<file path="config.mk">
export PLATFORM = sky130hd
export DESIGN_NAME = gfx_cmd_decoder
export DESIGN_NICKNAME = d
export VERILOG_FILES = /design/src/rtl/gfx_cmd_pkg.sv /design/src/rtl/gfx_pin_decode.sv /design/src/rtl/gfx_load_ctrl.sv /design/src/rtl/gfx_spec_reg.sv /design/src/rtl/gfx_cmd_decoder.sv
export SDC_FILE = /design/constraint.sdc
export NUM_CORES = 1
export LEC_CHECK = 0
export CORE_MARGIN = 5
export CORE_UTILIZATION = 55
export DETAILED_ROUTE_END_ITERATION = 10
export DONT_BUFFER_PORTS = 1
export GPL_TIMING_DRIVEN = 1
export PLACE_DENSITY = 0.7
export SYNTH_ARGS = -nofsm -noshare
export SYNTH_HDL_FRONTEND = slang
export SYNTH_SLANG_ARGS = --single-unit
</file>
<file path="constraint.sdc">
create_clock -name clk -period 1 [get_ports clk]
set_input_delay 0.05 -clock clk [delete_from_list [all_inputs] [get_ports clk]]
set_output_delay 0.05 -clock clk [all_outputs]
set_load 0.01 [all_outputs]
</file>
<file path="src/rtl/gfx_cmd_pkg.sv">
package gfx_cmd_pkg;

  typedef enum logic [3:0] {
    GC_DESEL      = 4'd0,
    GC_NOP        = 4'd1,
    GC_ACT        = 4'd2,
    GC_ACT_WPB    = 4'd3,
    GC_READ       = 4'd4,
    GC_WRITE      = 4'd5,
    GC_BLK_WRITE  = 4'd6,
    GC_PRECHARGE  = 4'd7,
    GC_REFRESH    = 4'd8,
    GC_MODE_SET   = 4'd9,
    GC_SPEC_SET   = 4'd10,
    GC_BURST_STOP = 4'd11
  } gcmd_e;

  typedef struct packed {
    logic cs_n;
    logic ras_n;
    logic cas_n;
    logic we_n;
  } pins_t;

  // Ordinary meaning of the strobe pattern, graphics-select ignored.
  function automatic gcmd_e plain_cmd(pins_t p);
    gcmd_e c;
    if (p.cs_n) begin
      c = GC_DESEL;
    end else begin
      unique case ({p.ras_n, p.cas_n, p.we_n})
        3'b111:  c = GC_NOP;
        3'b011:  c = GC_ACT;
        3'b101:  c = GC_READ;
        3'b100:  c = GC_WRITE;
        3'b010:  c = GC_PRECHARGE;
        3'b001:  c = GC_REFRESH;
        3'b000:  c = GC_MODE_SET;
        default: c = GC_BURST_STOP;
      endcase
    end
    return c;
  endfunction

  // Graphics meaning: only three ordinary commands have a variant.
  function automatic gcmd_e graphic_remap(gcmd_e c, logic sel);
    gcmd_e r;
    r = c;
    if (sel) begin
      case (c)
        GC_ACT:      r = GC_ACT_WPB;
        GC_WRITE:    r = GC_BLK_WRITE;
        GC_MODE_SET: r = GC_SPEC_SET;
        default:     r = c;
      endcase
    end
    return r;
  endfunction

  function automatic logic is_graphic(gcmd_e c);
    return (c == GC_ACT_WPB) || (c == GC_BLK_WRITE) || (c == GC_SPEC_SET);
  endfunction

endpackage

</file>
<file path="src/rtl/gfx_pin_decode.sv">
module gfx_pin_decode
  import gfx_cmd_pkg::*;
(
  input  logic  cs_n,
  input  logic  ras_n,
  input  logic  cas_n,
  input  logic  we_n,
  input  logic  dsf,
  output gcmd_e cmd_now,
  output logic  spec_load,
  output logic  mode_set
);

  pins_t pins;
  gcmd_e base_cmd;

  always_comb begin
    pins      = '{cs_n: cs_n, ras_n: ras_n, cas_n: cas_n, we_n: we_n};
    base_cmd  = plain_cmd(pins);
    cmd_now   = graphic_remap(base_cmd, dsf);
    spec_load = (cmd_now == GC_SPEC_SET);
    mode_set  = (cmd_now == GC_MODE_SET);
  end

endmodule

</file>
<file path="src/rtl/gfx_load_ctrl.sv">
module gfx_load_ctrl (
  input  logic spec_load,
  input  logic mode_set,
  input  logic sel_mask,
  input  logic sel_color,
  input  logic bank_active,
  input  logic dq_busy,
  output logic mask_we,
  output logic color_we,
  output logic reject_now
);

  logic spec_ok;

  always_comb begin
    // Open banks do not block a special load; only bus traffic does.
    spec_ok    = spec_load && !dq_busy;
    mask_we    = spec_ok && sel_mask;
    color_we   = spec_ok && sel_color;
    reject_now = (spec_load && dq_busy) || (mode_set && bank_active);
  end

endmodule

</file>
<file path="src/rtl/gfx_spec_reg.sv">
module gfx_spec_reg #(
  parameter int             W       = 32,
  parameter logic [W-1:0]   RST_VAL = '0
) (
  input  logic         clk,
  input  logic         rst_n,
  input  logic         wr_en,
  input  logic [W-1:0] wr_data,
  output logic [W-1:0] q
);

  always_ff @(posedge clk) begin
    if (!rst_n)     q <= RST_VAL;
    else if (wr_en) q <= wr_data;
  end

endmodule

</file>
<file path="src/rtl/gfx_cmd_decoder.sv">
module gfx_cmd_decoder
  import gfx_cmd_pkg::*;
#(
  parameter int DQ_W = 32
) (
  input  logic            clk,
  input  logic            rst_n,
  input  logic            cs_n,
  input  logic            ras_n,
  input  logic            cas_n,
  input  logic            we_n,
  input  logic            dsf,
  input  logic            a5,
  input  logic            a6,
  input  logic [DQ_W-1:0] dq_in,
  input  logic            bank_active,
  input  logic            dq_busy,
  output logic [3:0]      cmd_q,
  output logic [DQ_W-1:0] mask_q,
  output logic [DQ_W-1:0] color_q,
  output logic            err_q
);

  localparam int NREG = 2;
  localparam logic [DQ_W-1:0] MASK_RST  = '1;
  localparam logic [DQ_W-1:0] COLOR_RST = '0;

  gcmd_e cmd_now;
  logic  spec_load;
  logic  mode_set;
  logic  mask_we;
  logic  color_we;
  logic  reject_now;

  logic [NREG-1:0]            reg_we;
  logic [NREG-1:0][DQ_W-1:0]  reg_q;

  gfx_pin_decode u_dec (
    .cs_n      (cs_n),
    .ras_n     (ras_n),
    .cas_n     (cas_n),
    .we_n      (we_n),
    .dsf       (dsf),
    .cmd_now   (cmd_now),
    .spec_load (spec_load),
    .mode_set  (mode_set)
  );

  gfx_load_ctrl u_ctl (
    .spec_load   (spec_load),
    .mode_set    (mode_set),
    .sel_mask    (a5),
    .sel_color   (a6),
    .bank_active (bank_active),
    .dq_busy     (dq_busy),
    .mask_we     (mask_we),
    .color_we    (color_we),
    .reject_now  (reject_now)
  );

  assign reg_we = {color_we, mask_we};

  // Index 0 is the mask, index 1 the color.
  for (genvar g = 0; g < NREG; g++) begin : g_reg
    localparam logic [DQ_W-1:0] RV = (g == 0) ? MASK_RST : COLOR_RST;
    gfx_spec_reg #(.W(DQ_W), .RST_VAL(RV)) u_reg (
      .clk     (clk),
      .rst_n   (rst_n),
      .wr_en   (reg_we[g]),
      .wr_data (dq_in),
      .q       (reg_q[g])
    );
  end

  assign mask_q  = reg_q[0];
  assign color_q = reg_q[1];

  always_ff @(posedge clk) begin
    if (!rst_n) begin
      cmd_q <= GC_NOP;
      err_q <= 1'b0;
    end else begin
      cmd_q <= cmd_now;
      err_q <= reject_now;
    end
  end

endmodule

</file>
==> results of run 1 <==
routing by layer:
metal	global-route usage [%]	wire length (µm)
met1	20.6	2630
met2	28.3	2960
met3	8.69	674
met4	8.92	88
met5	0	0
stage by stage:
step / setup TNS [ps] / total power [mW] / utilization, %
final: -40.8 / 5.09 / 68.2
after global routing: -53.6 / 5.36 / 68.2
after floorplan: 0 / 3.05 / -
after detailed placement: -1180 / 3.01 / 57.0
after global placement: 0 / 3.00 / 57.0
after CTS: 0 / 5.13 / 67.7
area by class of cell:
type | instances | area [µm²]
Clock inverter | 6 | 38.8
Sequential cell | 69 | 1380
Clock buffer | 10 | 138
Multi-Input combinational cell | 213 | 1420
Timing Repair Buffer | 45 | 490
Fill cell | 408 | 1650
Tap cell | 70 | 87.6
synth_stat cells:
cell type,instances
clkbuf_1,13
nand2b_1,1
nor3_2,1
buf_2,1
dfxtp_1,69
a21oi_1,2
o21ai_0,1
o21ai_1,1
nor2b_1,66
nor2_1,6
nor3b_2,1
nand2_1,65
and4_1,2
mux2i_1,66
buf_6,2
o21a_1,1
buf_12,6
sequential cells by signal, summed over array words and instances (netlist names):
register and flops:
g.u_reg.q 64, cmd_q 4, err_q 1
final timing paths:
| kind | to | slack (ps) | cells past startpoint |
|---|---|---|---|
| worst max-delay path | cmd_q[0] | -40 | 3 |
| worst min-delay path | g_reg[1].u_reg.q[12] | -130 | 2 |
| worst max register to register | g_reg[0].u_reg.q[29] | 290 | 2 |
| worst min register to register | g_reg[1].u_reg.q[6] | 510 | 2 |
critical path, stage by stage:
cell and delay (ps):
dlygate4sd3_1 550, o21ai_1 150, dlygate4sd3_1 560
cells by family (layout without fill, tap and decap cells):
logic type             count (synthesis)  after routing  synth area share (%)
and+or+nand+nor                      142            142                  24.3
DFF                                   69             69                  46.2
muxes                                 66             66                  22.1
buffers and inverters                 22             61                  6.57
AOI/OAI and AO/OA                      5              5                 0.920
power by group:
group	internal, mW	total [mW]	leakage, nW	switching [mW]
sequential	2.77	2.79	0.558	0.0207
clock	0.957	1.99	0.0880	1.04
combinational	0.210	0.313	0.549	0.103
total	3.93	5.09	1.20	1.16
timing repair:
item | in CTS | in global routing
endpoints found under the setup margin | 0 | 1
hold buffers | 38 | 3
hold endpoints to repair | 69 | 66
buffers inserted | 0 | 0
gates resized for setup | 0 | 0
==> flow_summary.ini, run 1 <==
[status]
result_of_the_run = finished, violations left
violated_checks = negative hold slack, negative setup slack

[logic_synthesis]
number_of_warnings_issued_by_yosys = 0
syn_nets = 347
synth.ff_latch_count = 69
synth_top_cells_by_area = dfxtp_1 (46%), mux2i_1 (22%), nor2b_1 (14%)
post_synth_top_area_share_pct = 46.2
synth_cells = 304
synth_sequential_area_ratio_pct = 46.2
netlist.top_cell.by_area = dfxtp_1
synth.distinct_cells = 17
mappedNetlistArea_mm2 = 0.00299
avgSynthCellArea_um2 = 9.84

[timing]
clock_skew_ps = 0
post-route-min-period_ps = 1040
worst_hold_slack_ps = -126
finalHoldViolations = 60
worst_pin_slew_ps = 163
clock.fmax_mhz = 961
finalMaxSlewViolations = 0
layout_worst_path_cycle_share_pct = 104
setup_slack_ps = -40.8
setup_viol = 1
timing.max_slew.rel_slack_pct = 88.8

[die]
start_util_pct = 57.5
std_cell_rows = 26
die_width_um = 83.8
num_io_pins = 112
floorplan.die.height_um = 83.8
die_area_mm2 = 0.00701
core_region_area_mm2 = 0.00520

[critical_path]
worst-endpoint-arrival_ps = 1320
worstSetupEndpointType = flip-flop
path_class = input pin to flip-flop
worstSetupStartpoint = cs_n
worstSetupStartpointType = input pin
worst-path-max-fanout = 2
r2r-start = g_reg[0].u_reg.q[29]
timing.critical_path.required_ps = 1270

[route]
detailedRoute.firstIterationViolations = 82
routed_wl_um = 6350
drt_pass1_iterations = 4
avgRoutedWirePerCell_um = 15.4
count_of_vias_placed_by_the_detailed_router = 2082
via_per_inst = 5.04
drc_errors = 0
final_antenna_net_count = 0

[clock_tree]
cts-buffers-inserted = 9
clk_transition_reported_paths_ps = 70
tritoncts = yes
cts_max_path_buffers = 2
root_buffer = clkbuf_8
htree_num_levels = 3
tritoncts_num_sinks = 69
insertion_delay_ps = 330

[finish]
instances_no_fill = 413
flow.area_growth_from_synthesis_pct = 18.7
layout.cells.most_common_list = dfxtp_1 (69), mux2i_1 (66), nor2b_1 (66), nand2_1 (65), dlygate4sd3_1 (41)
layout-drive-gt1-share_pct = 7.00
final_nets = 381
n_antenna_cell = 0
commonest_non_fill_non_tap_cell_in_the_layout = dfxtp_1
layout.cell_area.non_filler_mm2 = 0.00355

[global_routing]
grt_start_max_net_pins = 131
first_global_vias = 2104
gr-total-overflow = 0
groute.usage.overall_pct = 18.1
antenna_violations_before_repair = 0
grt_pass1_wl_um = 10200

[place]
place_congestion = 0.719
port_buffers = 0
pre_cts_ws_ps = -44.1
hpwl_um = 4030
placed_cells = 356
placed_cell_area_mm2 = 0.00297

[min_path]
hold_path_class = input pin to flip-flop
worstHoldStart = rst_n

[job]
maxCapViolCount = 0

[power]
cellPowerDensity_mw_per_mm2 = 1430
power.static_leakage_nw = 1.20
irDropWorstVdd_mv = 0.801
(Power assumes the default switching activity.)
==> run 2: changes to the inputs <==
Settings changed: CORE_UTILIZATION 55 to 57, PLACE_DENSITY 0.7 to 0.72.
==> run 2 against run 1 <==
Final cell count is 0.24% lower. The flow finishes with violations (negative hold slack). Utilization grew 0.64 points. Sequential power is essentially flat. Global-route usage up 0.52 points. Via count decreased by 0.14%. Critical path depth down 3. Critical path type is now flip-flop to output port. Non-clock buffer count shrank 1. Highest routed layer unchanged. Sequential share of layout area up 0.37 points. Maximum frequency rose by 31%. Clock power is 7% lower. Critical endpoint is now mask_q[13]. Clock-buffer cell count increased by 4.
==> flow_summary.ini, run 2 (synthesized netlist as in run 1, its figures left out) <==
[power]
cellPowerDensity_mw_per_mm2 = 1410
power.static_leakage_nw = 1.18
irDropWorstVdd_mv = 0.922

[critical_path]
worst-path-max-fanout = 2
r2r-start = g_reg[0].u_reg.q[28]
r2r-end = g_reg[0].u_reg.q[28]
worst-endpoint-arrival_ps = 740
worstSetupEndpointType = output port
worstSetupStartpointType = flip-flop
cp.depth = 0
path_class = flip-flop to output port
timing.critical_path.required_ps = 950
reg2reg_setup_slack_ps = 300
ff2ff_path_depth = 2

[timing]
timing.max_slew.rel_slack_pct = 87.1
setup_viol = 0
clock_skew_ps = 0
rsz0062_at_grt = false
finalMaxSlewViolations = 0
finalHoldViolations = 42
setup_slack_ps = 205
worst_pin_slew_ps = 188
worst_hold_slack_ps = -120
post-route-min-period_ps = 795
clock.fmax_mhz = 1260
layout_worst_path_cycle_share_pct = 79.5
setup-tns-final_ps = 0

[die]
std_cell_rows = 26
num_io_pins = 112
die_area_mm2 = 0.00680
floorplan.die.height_um = 82.4
core_region_area_mm2 = 0.00511
die_width_um = 82.4
start_util_pct = 58.6

[finish]
layout-drive-gt1-share_pct = 5.56
layout_top_registers = g.u_reg.q x64, cmd_q x4, err_q x1
commonest_non_fill_non_tap_cell_in_the_layout = dfxtp_1
register_with_the_most_flip_flops = g.u_reg.q
postLayoutCoreUtil_pct = 68.9
layout.cells.most_common_list = dfxtp_1 (69), mux2i_1 (66), nor2b_1 (66), nand2_1 (65), dlygate4sd3_1 (40)
n_antenna_cell = 0
final_nets = 380
flow.area_growth_from_synthesis_pct = 17.6
largest_register_ff_count = 64
instances_no_fill = 412

[route]
via_per_inst = 5.05
drt_pass1_iterations = 4
detailedRoute.firstIterationViolations = 95
drc_errors = 0
count_of_vias_placed_by_the_detailed_router = 2079
avgRoutedWirePerCell_um = 15.0
final_antenna_net_count = 0
routed_wl_um = 6190

[global_routing]
gr-total-overflow = 0
grt_pass1_wl_um = 9440
antenna_violations_before_repair = 0
first_global_vias = 2016
grt_start_max_net_pins = 131
groute.usage.overall_pct = 18.6

[min_path]
worstHoldStart = rst_n
hold_path_class = input pin to flip-flop
holdPathEnd = g_reg[1].u_reg.q[21]
cell_depth_of_the_worst_min_delay_path = 2

[job]
maxCapViolCount = 0

[clock_tree]
insertion_delay_ps = 330
cts-buffers-inserted = 9
clk_transition_reported_paths_ps = 70
root_buffer = clkbuf_8
cts_repair_resize_count = 0
tritoncts_num_sinks = 69
tritoncts = yes
htree_num_levels = 3
cts_max_path_buffers = 2

[place]
port_buffers = 0
placed_cells = 356
place_congestion = 0.708
pre_cts_ws_ps = -71.6
hpwl_um = 3920

[status]
violated_checks = negative hold slack
result_of_the_run = finished, violations left
## run 2: changes by cell type in the layout (fill, tap and decap cells not counted)
| cell | previous run | this run |
|---|---|---|
| clkbuf_1 | 0 | 5 |
| clkinvlp_4 | 2 | 0 |
| clkbuf_8 | 10 | 9 |
| clkinv_2 | 3 | 2 |
| clkinv_4 | 1 | 0 |
| dlygate4sd3_1 | 41 | 40 |
## run 2: metal layers
layer  global-route usage (%)  vias up  routed length, µm
met5                        0        -                  0
met4                     7.48        0                 68
met3                     8.79        6                621
met2                     30.9       75               3100
met1                     20.4      948               2400
li1                         -     1050                  -
## run 2: worst max-delay path by stage
stage,startpoint,endpoint
2_1_floorplan,cas_n,g_reg[0].u_reg.q[10]
3_3_place_gp,cas_n,g_reg[1].u_reg.q[18]
3_5_place_dp,cas_n,g_reg[1].u_reg.q[11]
6_report,g_reg[0].u_reg.q[13],mask_q[13]
5_1_grt,g_reg[0].u_reg.q[7],mask_q[7]
4_1_cts,cs_n,cmd_q[0]
## run 2: cell type report
type,count,area (µm²)
Tap cell,70,87.6
Clock inverter,2,10.0
Sequential cell,69,1380
Timing Repair Buffer,44,480
Clock buffer,14,143
Multi-Input combinational cell,213,1420
Fill cell,408,1590
## run 2: power breakdown
part / internal [mW] / switching (mW) / leakage (nW)
Clock: 0.898 / 0.951 / 0.0784
Combinational: 0.205 / 0.102 / 0.546
Sequential: 2.77 / 0.0203 / 0.558
## run 2: repair_timing
action                                  CTS  global route
endpoints found under the setup margin    0             1
hold buffers                             38             3
hold endpoints to repair                 69            64
buffers inserted                          0             0
## run 2: through the flow
stage / total power [mW] / area, µm² / hold WS (ps)
2_1_floorplan: 3.05 / 2990 / 146
3_3_place_gp: 3.00 / 2970 / 154
3_5_place_dp: 3.01 / 2970 / 159
4_1_cts: 4.99 / 3500 / -141
5_1_grt: 5.18 / 3520 / -189
6_report: 4.94 / 3520 / -120
==> run 3: changes to the inputs <==
Clock period 1 ns to 0.8 ns, I/O delays scaled along.
==> run 3 against run 2 <==
The run ends with negative hold slack, negative setup slack left. Wire length rose by 4.7%. Critical path type unchanged. Design area rose by 7.4%. Clock power rose by 71%. Critical path depth rose by 1. Total power rose by 42%. Global-route usage rose by 1.2 points. Non-clock buffer count rose by 12. Combinational power rose by 29%. Clock-buffer cell count fell by 2. Critical endpoint is now color_q[3].
==> flow_summary.ini, run 3 (synthesized netlist as in run 1, its figures left out) <==
[status]
result_of_the_run = finished, violations left
violated_checks = negative hold slack, negative setup slack

[die]
start_util_pct = 58.6
die_area_mm2 = 0.00680
core_region_area_mm2 = 0.00511
std_cell_rows = 26
floorplan.die.height_um = 82.4
num_io_pins = 112
die_width_um = 82.4

[finish]
n_antenna_cell = 0
layout_top_registers = g.u_reg.q x64, cmd_q x4, err_q x1
flow.area_growth_from_synthesis_pct = 26.3
fillerInstances = 373
layout.cell_area.non_filler_mm2 = 0.00378
postLayoutCoreUtil_pct = 74.0
layout.cells.most_common_list = mux2i_1 (66), nor2b_1 (66), nand2_1 (65), dfxtp_2 (43), dlygate4sd3_1 (40)
final_nets = 392
register_with_the_most_flip_flops = g.u_reg.q
layout-drive-gt1-share_pct = 22.0
largest_register_ff_count = 64

[route]
final_antenna_net_count = 0
drt_pass1_iterations = 4
count_of_vias_placed_by_the_detailed_router = 2115
avgRoutedWirePerCell_um = 15.3
detailedRoute.firstIterationViolations = 98
routed_wl_um = 6480
drc_errors = 0
via_per_inst = 4.99

[critical_path]
slowest_delay_ps = 330
ff2ff_path_depth = 2
worst-endpoint-arrival_ps = 770
worstSetupStartpointType = flip-flop
series_of_cell_instances_along_the_critical_path = buf_6
worst-path-max-fanout = 2
r2r-start = g_reg[0].u_reg.q[22]
worst_path_dominant_cell_family = flip-flops
slowest_stage = dfxtp_2
r2r-end = g_reg[0].u_reg.q[22]
path_class = flip-flop to output port
timing.critical_path.required_ps = 760
critical_path.n_buffers_inverters = 1
reg2reg_setup_slack_ps = 50
worstSetupEndpointType = output port

[min_path]
holdPathEnd = cmd_q[0]
cell_depth_of_the_worst_min_delay_path = 1
worstHoldStart = rst_n
hold_path_class = input pin to flip-flop

[power]
power.static_leakage_nw = 1.30
cellPowerDensity_mw_per_mm2 = 1860
irDropWorstVdd_mv = 1.20
sum_of_internal_switching_and_leakage_power_mw = 7.03

[clock_tree]
tritoncts = yes
clk_transition_reported_paths_ps = 70
cts_max_path_buffers = 2
htree_num_levels = 3
tritoncts_num_sinks = 69
root_buffer = clkbuf_8
cts-buffers-inserted = 9
insertion_delay_ps = 330

[timing]
worst_hold_slack_ps = -145
setup_viol = 8
worst_pin_slew_ps = 216
clock.fmax_mhz = 1230
finalHoldViolations = 54
clock_skew_ps = 0
rsz0062_at_grt = true
post-route-min-period_ps = 811
timing.max_slew.rel_slack_pct = 85.2
finalMaxSlewViolations = 0
layout_worst_path_cycle_share_pct = 101
setup_slack_ps = -11.1

[place]
port_buffers = 0
place_congestion = 0.736
hpwl_um = 4000
placed_cell_area_mm2 = 0.00305

[global_routing]
groute.usage.overall_pct = 19.8
grt_start_max_net_pins = 131
antenna_violations_before_repair = 0
grt_pass1_wl_um = 10000
gr-total-overflow = 0
first_global_vias = 2005

[job]
maxCapViolCount = 0
run 3: how the worst max path moves through the flow:
stage / start / endpoint / slack [ps] / cells past startpoint
after detailed placement: cas_n / g_reg[0].u_reg.q[26] / -230 / 4
after CTS: g_reg[1].u_reg.q[3] / color_q[3] / -30 / 1
after floorplan: cas_n / g_reg[0].u_reg.q[10] / -100 / 5
after global placement: cas_n / g_reg[0].u_reg.q[0] / -150 / 4
after global routing: g_reg[1].u_reg.q[3] / color_q[3] / -50 / 1
final: g_reg[1].u_reg.q[3] / color_q[3] / -10 / 1
run 3: final cells by class:
type                    count  area [µm²]  area share [%]
clock buffers              12         155            4.11
multi-input cells         213        1420            37.6
repair buffers             56         608            16.1
well taps                  70        87.6            2.32
flip-flops and latches     69        1440            38.0
clock inverters             4        70.1            1.85
run 3: through the flow:
step	worst slack (ps)	setup TNS, ps	instances
after floorplan	-102	-6110	304
after global routing	-52.0	-448	424
after CTS	-28.6	-248	420
after global placement	-149	-8930	366
after detailed placement	-227	-11410	366
final	-11.1	-46.2	424
run 3: power by group:
group / internal (mW) / switching [mW] / total, mW
logic: 0.263 / 0.133 / 0.396
registers: 3.46 / 0.0247 / 3.48
clock network: 1.92 / 1.24 / 3.16
total: 5.64 / 1.40 / 7.03
run 3: layer usage:
metal / GRT usage [%] / part of all wire [%] / vias to the layer above
li1: - / - / 1070
met1: 22.7 / 39 / 958
met2: 32.5 / 49 / 77
met3: 7.27 / 9.9 / 10
met4: 9.63 / 1.9 / 0
met5: 0 / 0 / -
run 3: repair_timing:
item	CTS	global route
hold endpoints to repair	69	61
hold buffers	37	3
gates resized for setup	21	32
setup endpoints to repair	11	42
setup buffers	1	1
